<file path="config.mk">
export PLATFORM = sky130hd
export DESIGN_NAME = csma_tx_access
export DESIGN_NICKNAME = d
export VERILOG_FILES = /design/src/rtl/csma_pkg.sv /design/src/rtl/csma_lfsr.sv /design/src/rtl/csma_tick_div.sv /design/src/rtl/csma_backoff_draw.sv /design/src/rtl/csma_tx_access.sv
export SDC_FILE = /design/constraint.sdc
export NUM_CORES = 1
export LEC_CHECK = 0
export CAP_MARGIN = 20
export CORE_MARGIN = 2
export CORE_UTILIZATION = 46
export CTS_BUF_LIST = sky130_fd_sc_hd__clkbuf_16
export CTS_CLUSTER_DIAMETER = 150
export DETAILED_ROUTE_END_ITERATION = 7
export MAX_ROUTING_LAYER = met4
export SETUP_SLACK_MARGIN = 0.5
export SYNTH_ARGS = -nofsm -noshare
export SYNTH_HDL_FRONTEND = slang
export SYNTH_SLANG_ARGS = --single-unit
export TNS_END_PERCENT = 5
</file>
<file path="constraint.sdc">
create_clock -name clk -period 4.9 [get_ports clk]
set_input_delay 0.98 -clock clk [delete_from_list [all_inputs] [get_ports clk]]
set_output_delay 0.98 -clock clk [all_outputs]
set_load 0.05 [all_outputs]
</file>
<file path="src/rtl/csma_pkg.sv">
// Shared types for the transmit access controller.
// Assumes: nothing beyond the standard language.
package csma_pkg;
    typedef enum logic [1:0] {
        ST_IDLE    = 2'd0,
        ST_XMIT    = 2'd1,
        ST_JAM     = 2'd2,
        ST_BACKOFF = 2'd3
    } csma_state_e;

    localparam int RNG_W = 16;
endpackage

</file>
<file path="src/rtl/csma_lfsr.sv">
// Free-running 16-bit Fibonacci shift-register generator.
// It steps on every clock after reset and exposes its low OUT_W bits.
// Assumes: SEED is non-zero and OUT_W <= 16.
module csma_lfsr #(
    parameter int          OUT_W = 10,
    parameter logic [15:0] SEED  = 16'hACE1
) (
    input  logic             clk,
    input  logic             rst_n,
    output logic [OUT_W-1:0] rnd
);
    import csma_pkg::*;

    logic [RNG_W-1:0] state_q;
    logic             fb;

    // feedback taps at bits 15, 13, 12 and 10
    always_comb fb = state_q[15] ^ state_q[13] ^ state_q[12] ^ state_q[10];

    // advance the sequence once per clock
    always_ff @(posedge clk) begin
        if (!rst_n) state_q <= SEED;
        else        state_q <= {state_q[RNG_W-2:0], fb};
    end

    assign rnd = state_q[OUT_W-1:0];
endmodule

</file>
<file path="src/rtl/csma_tick_div.sv">
// Counts bit ticks modulo LIMIT and flags the tick that closes a span.
// The count is held at zero while clr is high.
// Assumes: LIMIT >= 2.
module csma_tick_div #(
    parameter int LIMIT = 32
) (
    input  logic clk,
    input  logic rst_n,
    input  logic clr,
    input  logic tick,
    output logic wrap
);
    localparam int CW = (LIMIT > 1) ? $clog2(LIMIT) : 1;
    localparam logic [CW-1:0] LAST = CW'(LIMIT - 1);

    logic [CW-1:0] cnt_q;

    // span-closing tick
    always_comb wrap = tick && !clr && (cnt_q == LAST);

    // modulo tick counter
    always_ff @(posedge clk) begin
        if (!rst_n || clr)  cnt_q <= '0;
        else if (tick)      cnt_q <= (cnt_q == LAST) ? '0 : cnt_q + 1'b1;
    end
endmodule

</file>
<file path="src/rtl/csma_backoff_draw.sv">
// Masks a random word down to the binary exponential range for attempt k.
// Bit i survives when k > i, which keeps min(k, CAP) low bits.
// Assumes: attempts holds the collision count including the latest one.
module csma_backoff_draw #(
    parameter int CAP = 10,
    parameter int AW  = 5
) (
    input  logic [AW-1:0]  attempts,
    input  logic [CAP-1:0] rnd,
    output logic [CAP-1:0] slots
);
    for (genvar i = 0; i < CAP; i++) begin : g_bit
        // keep this bit only once the range has grown past it
        always_comb slots[i] = rnd[i] & (int'(attempts) > i);
    end
endmodule

</file>
<file path="src/rtl/csma_tx_access.sv">
// Transmit access controller for a shared half-duplex line.
// It defers on carrier, stops on collision, jams, then backs off a random
// number of whole slots, and aborts after MAX_ATTEMPTS collisions.
// Assumes: frame_req is held until tx_done or tx_abort, frame_end is pulsed
// by the serializer only while tx_en is high, and BACKOFF_CAP <= 16.
module csma_tx_access #(
    parameter int          SLOT_BITS    = 512,
    parameter int          JAM_BITS     = 32,
    parameter int          MAX_ATTEMPTS = 16,
    parameter int          BACKOFF_CAP  = 10,
    parameter logic [15:0] LFSR_SEED    = 16'hACE1
) (
    input  logic clk,
    input  logic rst_n,
    input  logic bit_tick,
    input  logic frame_req,
    input  logic frame_end,
    input  logic carrier_sense,
    input  logic collision,
    output logic tx_en,
    output logic jam_out,
    output logic tx_done,
    output logic tx_abort
);
    import csma_pkg::*;

    localparam int AW = $clog2(MAX_ATTEMPTS + 1);
    localparam int SW = BACKOFF_CAP;
    localparam logic [AW-1:0] ATT_MAX = AW'(MAX_ATTEMPTS);

    csma_state_e   st_q;
    logic [AW-1:0] attempts_q;
    logic [SW-1:0] slots_left_q;
    logic [SW-1:0] rnd;
    logic [SW-1:0] draw;
    logic          jam_wrap;
    logic          slot_wrap;
    logic          done_q;
    logic          abort_q;

    csma_lfsr #(.OUT_W(SW), .SEED(LFSR_SEED)) u_rng (
        .clk(clk), .rst_n(rst_n), .rnd(rnd)
    );

    csma_tick_div #(.LIMIT(JAM_BITS)) u_jam_div (
        .clk(clk), .rst_n(rst_n), .clr(st_q != ST_JAM),
        .tick(bit_tick), .wrap(jam_wrap)
    );

    csma_tick_div #(.LIMIT(SLOT_BITS)) u_slot_div (
        .clk(clk), .rst_n(rst_n), .clr(st_q != ST_BACKOFF),
        .tick(bit_tick), .wrap(slot_wrap)
    );

    csma_backoff_draw #(.CAP(SW), .AW(AW)) u_draw (
        .attempts(attempts_q), .rnd(rnd), .slots(draw)
    );

    // access sequencing, attempt counting and result pulses
    always_ff @(posedge clk) begin
        if (!rst_n) begin
            st_q         <= ST_IDLE;
            attempts_q   <= '0;
            slots_left_q <= '0;
            done_q       <= 1'b0;
            abort_q      <= 1'b0;
        end else begin
            done_q  <= 1'b0;
            abort_q <= 1'b0;
            case (st_q)
                ST_IDLE: begin
                    if (frame_req && !carrier_sense) st_q <= ST_XMIT;
                end
                ST_XMIT: begin
                    if (collision) begin
                        st_q       <= ST_JAM;
                        attempts_q <= attempts_q + 1'b1;
                    end else if (frame_end) begin
                        st_q       <= ST_IDLE;
                        done_q     <= 1'b1;
                        attempts_q <= '0;
                    end
                end
                ST_JAM: begin
                    if (jam_wrap) begin
                        if (attempts_q == ATT_MAX) begin
                            st_q       <= ST_IDLE;
                            abort_q    <= 1'b1;
                            attempts_q <= '0;
                        end else if (draw == '0) begin
                            st_q <= ST_IDLE;
                        end else begin
                            st_q         <= ST_BACKOFF;
                            slots_left_q <= draw;
                        end
                    end
                end
                default: begin
                    if (slot_wrap) begin
                        if (slots_left_q == SW'(1)) st_q <= ST_IDLE;
                        else slots_left_q <= slots_left_q - 1'b1;
                    end
                end
            endcase
        end
    end

    assign tx_en    = (st_q == ST_XMIT);
    assign jam_out  = (st_q == ST_JAM);
    assign tx_done  = done_q;
    assign tx_abort = abort_q;


    start_quiet_chk: assert property (@(posedge clk) disable iff (!rst_n)
        $rose(tx_en) |-> !$past(carrier_sense));


    defer_busy_chk: assert property (@(posedge clk) disable iff (!rst_n)
        (st_q == ST_IDLE && carrier_sense) |=> !tx_en);


    stop_on_coll_chk: assert property (@(posedge clk) disable iff (!rst_n)
        (tx_en && collision) |=> (jam_out && !tx_en));


    done_clean_chk: assert property (@(posedge clk) disable iff (!rst_n)
        tx_done |-> ($past(tx_en) && $past(frame_end) && !$past(collision)));


    done_single_chk: assert property (@(posedge clk) disable iff (!rst_n)
        tx_done |=> !tx_done);


    abort_after_jam_chk: assert property (@(posedge clk) disable iff (!rst_n)
        tx_abort |-> ($past(jam_out) && !tx_done));


    attempts_bound_chk: assert property (@(posedge clk) disable iff (!rst_n)
        attempts_q <= ATT_MAX);


    jam_end_tick_chk: assert property (@(posedge clk) disable iff (!rst_n)
        $fell(jam_out) |-> $past(bit_tick));
endmodule

</file>
## Word-level counts from Yosys, hierarchy flattened

Cells that the tools add are included.
Widths: inputs -> output; s select.

| storage, ports and cells | value |
|---|---|
| bits in registers | 49 |
| latch bits | 0 |
| memory bits (writable) | 0 |
| bits in read-only memories | 0 |
| bits of input ports | 7 |
| output and inout port bits | 4 |
| logic and storage cells | 100 |
| memories | 0 |

| operators by class | value |
|---|---|
| add/subtract/negate cells | 4 |
| multiply operators | 0 |
| divide/modulo/power cells | 0 |
| $lt $le $gt $ge | 10 |
| equal/unequal tests | 15 |
| shift-type cells | 0 |
| muxes and demuxes | 24 |
| bitwise operators | 16 |
| reduce and logical (&&, ||, !) cells | 23 |

Operator list:

| operator | count |
|---|---|
| $mux 10 | 5 |
| $mux 5 | 5 |
| $gt 5x3->1 const B | 4 |
| $pmux 10 s2 | 1 |
| $mux 2 | 8 |
| $ne 2x2->1 const B | 6 |
| $add 5x1->5 const B | 2 |
| $and 1x1->1 | 10 |
| $eq 10x1->1 const B | 1 |
| $eq 5x5->1 const B | 2 |
| $gt 5x1->1 const B | 2 |
| $gt 5x2->1 const B | 2 |
| $gt 5x4->1 const B | 2 |
| $logic_not 10->1 | 1 |
| $pmux 5 s2 | 1 |
| $sub 10x1->10 const B | 1 |
| $add 9x1->9 const B | 1 |
| $eq 9x9->1 const B | 1 |
| $mux 9 | 1 |
| $reduce_bool 4->1 | 2 |
| $pmux 2 s3 | 1 |
| $reduce_and 6->1 | 1 |
| $logic_and 1x1->1 | 5 |
| $reduce_and 5->1 | 1 |
| other kinds (15) | 26 |

## Longest topological paths before layout

Gate-level depths: netlist (run 1).

| depth | value |
|---|---|
| depth after elaboration | 7 |
| gate-level depth with buffers | 10 |
| mapped depth without buffers | 10 |

## By module

A second synthesis (run 1) with hierarchy kept.

| second synthesis, totals | value |
|---|---|
| cell total of the unflattened synthesis | 296 |
| area, all modules | 2677.6 um^2 |

Modules (own cells, without submodules):

| module | instances | cells each | area an instance (um^2) | seq. area each (um^2) |
|---|---|---|---|---|
| csma_tx_access | 1 | 156 | 1323.8 | 380.4 |
| csma_lfsr | 1 | 46 | 533.0 | 320.3 |
| csma_tick_div (u_slot_div) | 1 | 51 | 439.2 | 180.2 |
| csma_tick_div (u_jam_div) | 1 | 25 | 260.2 | 100.1 |
| csma_backoff_draw | 1 | 18 | 121.4 | 0.0 |

## Worst setup path before layout (run 1)

No wires, ideal clock.

| timing path | value |
|---|---|
| path kind | register to register |
| start point | reg st_q[0] |
| end point | reg slots_left_q[0] |
| library setup time | 0.060 ns |
| arrival time | 2.203 ns |
| required time | 4.840 ns |
| setup slack | 2.637 ns |
| stages on the path, launching flop included | 10 |
| path buffers | 1 |
| clock period less this slack | 2.263 ns |
| cell sequence | dfxtp_1 -> inv_1 -> ha_1 -> clkbuf_1 -> a21boi_0 -> nor3_1 -> nand2_1 -> o21ai_1 -> a221o_1 -> nand2_1 |

| between the ends | value |
|---|---|
| elaborated cells on any way between the ends | 20 |
| those cells by class | eq/ne (8); mux (1); bitwise (1); reduce/logical (10) |

RTL lines:

| item | RTL line | RTL |
|---|---|---|
| start, declared | csma_tx_access.sv:31 | `csma_state_e st_q;` |
| start signal, assigned | csma_tx_access.sv:62 | `st_q <= ST_IDLE;` |
| start signal, assigned | csma_tx_access.sv:72 | `if (frame_req && !carrier_sense) st_q <= ST_XMIT;` |
| start signal, assigned | csma_tx_access.sv:76 | `st_q <= ST_JAM;` |
| $eq 2x2->1 * | - |  |
| net jam_out | csma_tx_access.sv:21 | `output logic jam_out,` |
| $ne 2x2->1 (no line), or another cell as far along | - |  |
| $reduce_and 6->1 (no line) | - |  |
| end signal, assigned | csma_tx_access.sv:94 | `slots_left_q <= draw;` |
| end signal, assigned | csma_tx_access.sv:101 | `else slots_left_q <= slots_left_q - 1'b1;` |
| end, declared | csma_tx_access.sv:33 | `logic [SW-1:0] slots_left_q;` |

Mark *: on every way through the listed nets, which the timed path passes. The rest lies on a longest branch.
A chain may end at the register's enable or synchronous reset.

## Final worst setup path (run 1)

| timing path | value |
|---|---|
| start point | reg st_q[0] |
| end point | out jam_out |

| between the ends | value |
|---|---|
| longest elaborated chain between the ends | 1 |

Ends and longest elaborated chain:

| item | RTL line | RTL |
|---|---|---|
| $eq 2x2->1 | csma_tx_access.sv:109 | `assign jam_out = (st_q == ST_JAM);` |
| end, declared | csma_tx_access.sv:21 |  |

Every way passes these cells.

==> run_results.csv, run 1 <==
group,metric,value,unit
worst_setup_path,cp_max_fo,28,
route,drt_iter0_markers,154,
worst_setup_path,crit_required,3920,ps
timing,slew_viol_final,0,
worst_setup_path,path_class,"flop to output pin",
timing,finalSetupViolCount,0,
cts,cts-root-buf,"clkbuf_16",
synthesis,yosysWarningCount,0,
power,p_leak,1.10,nW
synthesis,muxShareOfSynthArea,0.0230,
route,postRouteAntennaNets,0,
synthesis,yosysSeqAreaShare,0.375,
worst_setup_path,end_kind,"output pin",
route,vias_per_cell,5.47,
timing,min_period_over_period,0.616,
worst_setup_path,start_kind,"flop",
placement,gp_congestion,0.778,
cts,clock_path_buffers,2,
cts,cts_buffers,5,
finish,area_growth,10.4,%
timing,rsz0062_at_grt,"false",
worst_setup_path,crit_path_top_delay_cell,"clkdlybuf4s50_1",
floorplan,coreArea,0.00551,mm²
global_route,track_usage,0.190,
timing,slew_headroom,0.525,
run,drv_cap,0,
synthesis,syn-instance-count,317,
route,vias,2144,
synthesis,synth_xor_area_frac,0.0268,
route,wirelength,5420,µm
synthesis,ys_ff_latch,49,
timing,tns,0,ps
global_route,grt_pass1_wl,9240,µm
synthesis,synth_cell_types,58,
synthesis,synth_top_family_by_area,"simple AND/OR/NAND/NOR gates",
cts,postCtsSetupBuffers,0,
floorplan,num_rows,27,
timing,post-route-min-period,3020,ps
global_route,overflow,0,
run_status,status,"completed",
placement,dp_cells,386,
route,dr.pass1.iters,4,
global_route,antenna_found_initial,0,
finish,fin_cells,392,
power,powerDensity,400,mW/mm²
finish,multiInputGateArea,0.00151,mm²
timing,skew,6.09,ps
synthesis,syn_avg_cell_area,8.25,µm²
synthesis,async_reset_ff_frac,0,
floorplan,ios,11,
synthesis,synth_fa_ha_area_frac,0.0718,
finish,layout.nets,343,
worst_setup_path,arrival,2040,ps
worst_hold_path,hold_class,"flop to flop",
placement,io_buffer_count,10,
synthesis,synth_compound_area_frac,0.194,
global_route,grt_pass1_vias,1897,
finish,nFillCells,549,
worst_setup_path,crit_path_cell_trace,"inv_1 > ha_1 > buf_4 > clkdlybuf4s50_1",
placement,dp_hpwl,3820,µm
finish,layout-drive-gt1-share,0.0563,
power,ir_worst_vdd,255,µV
synthesis,synth-main-ff-cell,"dfxtp_1",
synthesis,synth_nets,339,
cts,cts_hold_buffers,0,
cts,cts_resized,0,
finish,antenna_cells,0,
floorplan,dieArea,0.00630,mm²
floorplan,start_util,0.475,
cts,cts_sinks,49,
synthesis,synth-simple-area-share,0.263,
floorplan,die_w,79.4,µm
worst_setup_path,critPathTopFamily,"buffers and inverters",
synthesis,syn_area,0.00261,mm²
cts,h-tree-depth,2,
route,post_drt_wl_per_cell,13.8,µm
synthesis,synth_edf_count,0,
floorplan,die_h,79.4,µm
global_route,grt_max_degree,36,
cts,cts_tree,"yes",
timing,hold_violations,0,
timing,worst_pin_slew,707,ps
worst_setup_path,path_buf_inv,3,
finish,seq_area,981,µm²
cts,clk_pin_slew_worst_paths,60,ps
timing,max_freq,0.332,GHz
route,drcViolationCount,0,
cts,clk_latency,280,ps
worst_setup_path,cpPeakStageDelay,860,ps
[cell families after synthesis]
kind of cell	count (synthesis)
multiplexers	6
flip-flops	49
adder cells (fa/ha/maj)	15
buffers and inverters	29
AO/OA/AOI/OAI	80
AND/OR/NAND/NOR	130
XOR/XNOR	8
[through the flow]
step | cell area [µm²] | power [W] | setup WS [ps] | utilization | hold slack (ps)
after global placement | 2760 | 0.000840 | 1830 | 0.500 | 390
final | 2890 | 0.00115 | 1880 | 0.524 | 409
after CTS | 2890 | 0.00116 | 1860 | 0.524 | 411
after detailed placement | 2760 | 0.000841 | 1780 | 0.500 | 404
after floorplan | 2610 | 0.000762 | 2640 | - | 386
after global routing | 2890 | 0.00123 | 1770 | 0.524 | 450
[worst paths after layout]
path / start / to / slack [ps] / cells past startpoint
worst max-delay path: st_q[0] / jam_out / 1880 / 4
worst min-delay path: u_rng.state_q[14] / u_rng.state_q[15] / 410 / 1
worst max register to register: u_jam_div.cnt_q[0] / attempts_q[2] / 2460 / 9
worst min register to register: u_rng.state_q[14] / u_rng.state_q[15] / 410 / 1
[area by class of cell]
type | instances | share of cell area
inverter | 13 | 0.0169
timing repair buffer | 13 | 0.0425
clock inverter | 1 | 0.00173
tap | 72 | 0.0312
sequential | 49 | 0.340
clock buffer | 5 | 0.0434
multi-input combinational | 239 | 0.524
[registers in the layout, summed over array words and instances, names as in the netlist]
register          flops
attempts_q            5
slots_left_q         10
st_q                  2
tx_abort              1
tx_done               1
u_jam_div.cnt_q       5
u_rng.state_q        16
u_slot_div.cnt_q      9
[power by group]
| group | total, W | internal [W] | switching, W |
|---|---|---|---|
| sequential | 0.000459 | 0.000429 | 0.0000298 |
| combinational | 0.000378 | 0.000149 | 0.000230 |
| clock | 0.000317 | 0.000182 | 0.000134 |
| total | 0.00115 | 0.000760 | 0.000394 |
[cell usage in the layout (no fill, tap or decap), types with 2 or more instances in the layout]
cell	synthesis	routed
nand2_1	25	25
o211ai_1	3	3
mux2i_1	6	6
or3_1	2	2
nand3_1	12	12
inv_1	12	12
nor2_1	39	39
xor2_1	7	7
and3b_1	2	2
clkbuf_16	0	5
nand3b_1	2	2
o21ai_1	14	14
and3_1	3	3
buf_4	0	3
o21ai_0	23	23
ha_1	15	15
nand2b_1	10	10
nor3_1	5	5
and2_1	10	10
clkdlybuf4s50_1	0	10
a31oi_1	5	5
nand4b_1	2	2
dfxtp_1	49	49
nand4_1	7	7
a21oi_1	12	12
o2111ai_1	2	2
o21a_1	2	2
nor3b_1	2	2
o31ai_1	2	2
[layer usage]
| layer | wire length, µm | GRT usage |
|---|---|---|
| met1 | 2810 | 0.275 |
| met2 | 2390 | 0.279 |
| met3 | 188 | 0.0362 |
| met4 | 29 | 0.0397 |
| met5 | 0 | - |
[cell usage after synthesis, types with 2 or more instances]
library cell | n | area [µm²]
nor3_1 | 5 | 25.0
ha_1 | 15 | 188
inv_1 | 12 | 45.0
nor3b_1 | 2 | 15.0
nand4_1 | 7 | 43.8
or3_1 | 2 | 12.5
a31oi_1 | 5 | 31.3
nand4b_1 | 2 | 17.5
xor2_1 | 7 | 61.3
a21oi_1 | 12 | 60.1
and2_1 | 10 | 62.6
dfxtp_1 | 49 | 981
nand2b_1 | 10 | 62.6
o31ai_1 | 2 | 15.0
and3b_1 | 2 | 17.5
o2111ai_1 | 2 | 17.5
buf_2 | 3 | 15.0
o21ai_1 | 14 | 70.1
o21a_1 | 2 | 15.0
and3_1 | 3 | 18.8
mux2i_1 | 6 | 60.1
nand3b_1 | 2 | 15.0
nand3_1 | 12 | 60.1
clkbuf_1 | 11 | 41.3
o21ai_0 | 23 | 115
o211ai_1 | 3 | 22.5
nand2_1 | 25 | 93.8
nor2_1 | 39 | 146
Note: power is estimated with default switching activity, not from simulation.
==> inputs of run 2 (changes only) <==
- PLACE_DENSITY: not set -> 0.66
- clock period: 4.9 -> 2.4 ns (I/O delays scaled with it)
==> run 2 against run 1 <==
  * Sequential power increased by 100%
  * Clock power up 120%
  * Clock-buffer cell count did not move
  * Sequential share of layout area is 2.7 points lower
  * Non-clock buffer count increased by 19
==> run_results.csv, run 2 (synthesized netlist as in run 1, its figures left out) <==
group,metric,value,unit
global_route,grt_pass1_vias,2113,
route,post_drt_wl_per_cell,14.0,µm
cts,cts_buffers,5,
worst_setup_path,end_kind,"flop",
timing,skew,5.85,ps
timing,hold_violations,0,
power,powerDensity,791,mW/mm²
worst_setup_path,path_class,"flop to flop",
power,p_leak,1.21,nW
power,pwr-share-seq,0.371,
floorplan,num_rows,27,
finish,nFillCells,520,
cts,clk_pin_slew_worst_paths,60,ps
global_route,grt_pass1_wl,10000,µm
route,drcViolationCount,0,
floorplan,die_w,79.4,µm
placement,io_buffer_count,10,
cts,cts_hold_buffers,0,
run_status,status,"completed",
cts,cts_tree,"yes",
finish,reg_top3,"u_rng.state_q: 16 flops, slots_left_q: 10 flops, u_slot_div.cnt_q: 9 flops",
power,power_frac_comb,0.358,
cts,clk_latency,290,ps
finish,layout.nets,362,
cts,cts_sinks,49,
global_route,grt_max_degree,32,
placement,gp_congestion,0.848,
timing,slew_headroom,0.665,
global_route,track_usage,0.204,
finish,top_register,"u_rng.state_q",
timing,post-route-min-period,1950,ps
power,internal_power,0.00165,W
timing,max_freq,0.513,GHz
floorplan,ios,11,
floorplan,coreArea,0.00551,mm²
route,wirelength,5770,µm
floorplan,die_h,79.4,µm
power,ir_worst_vdd,493,µV
route,postRouteAntennaNets,0,
timing,min_period_over_period,0.812,
floorplan,start_util,0.475,
run,drv_cap,0,
placement,pre_cts_ws,141,ps
finish,fin_util,0.582,
route,vias,2287,
finish,largest_reg_flops,16,
finish,layout-drive-gt1-share,0.220,
worst_hold_path,hold_class,"flop to flop",
worst_setup_path,start_kind,"flop",
timing,finalSetupViolCount,0,
worst_setup_path,cp_max_fo,11,
cts,h-tree-depth,2,
route,drt_iter0_markers,125,
timing,rsz0062_at_grt,"true",
route,vias_per_cell,5.54,
global_route,overflow,0,
power,swShare,0.349,
worst_setup_path,arrival,2170,ps
power,power,0.00254,W
global_route,antenna_found_initial,0,
cts,cts-root-buf,"clkbuf_16",
finish,mostFrequentLayoutCells,"nor2_1, dfxtp_1, nand2_1",
timing,slew_viol_final,0,
placement,dp_hpwl,3830,µm
finish,antenna_cells,0,
route,dr.pass1.iters,5,
finish,area_growth,22.7,%
cts,clock_path_buffers,2,
timing,fin_ws,451,ps
floorplan,dieArea,0.00630,mm²
power,clock_power_share,0.271,
power,power.switching,0.000886,W
timing,tns,0,ps
worst_setup_path,crit_required,2620,ps
timing,worst_pin_slew,502,ps
run 2: cell type report:
| type | count | area, µm² | share of cell area |
|---|---|---|---|
| clock buffers | 5 | 125 | 0.0390 |
| clock inverters | 3 | 17.5 | 0.00546 |
| inverters | 13 | 48.8 | 0.0152 |
| multi-input cells | 239 | 1650 | 0.515 |
| flip-flops and latches | 49 | 1000 | 0.313 |
| well taps | 72 | 90.1 | 0.0281 |
| repair buffers | 32 | 269 | 0.0839 |
run 2: timing repair:
action                     4_1_cts  5_1_grt
hold endpoints to repair         0        0
gates resized for setup         32       18
pin swaps                        6        5
setup endpoints to repair       19       19
cloned                           0        1
buffers inserted                 5        7
run 2: per-layer routing:
metal	up-vias	GRT usage	part of all wire
met5	-	-	0
met4	0	0.0603	0.011
met3	5	0.0328	0.038
met2	47	0.315	0.45
met1	1056	0.276	0.50
li1	1179	-	-
run 2: metrics by stage:
step | hold slack [ps] | instance area [µm²] | instances
CTS | 422 | 3090 | 405
finish | 413 | 3210 | 413
floorplan | 386 | 2640 | 317
detailed placement | 404 | 2820 | 392
global placement | 394 | 2820 | 392
global route | 441 | 3210 | 413
run 2: final timing paths:
kind / from / endpoint / slack, ps / cells after the start
worst min register to register: u_rng.state_q[14] / u_rng.state_q[15] / 410 / 1
worst max-delay path: attempts_q[0] / slots_left_q[6] / 450 / 8
worst max register to register: attempts_q[0] / slots_left_q[6] / 450 / 8
worst min-delay path: u_rng.state_q[14] / u_rng.state_q[15] / 410 / 1
run 2: critical path: stages (launching register included):
cell     delay (ps)
dfxtp_4         380
inv_2            90
ha_1            130
and3b_1         190
o31ai_4         240
and4_4          280
nand3_4         110
a31o_4          310
o21ai_1         140
run 2: power groups by stage:
stage | Clock [W] | Combinational (W) | Sequential (W)
finish | 0.000687 | 0.000909 | 0.000940
global route | 0.000725 | 0.00101 | 0.000949
CTS | 0.000703 | 0.000869 | 0.000940
detailed placement | 0 | 0.000824 | 0.000956
global placement | 0 | 0.000817 | 0.000956
floorplan | 0 | 0.000651 | 0.000937
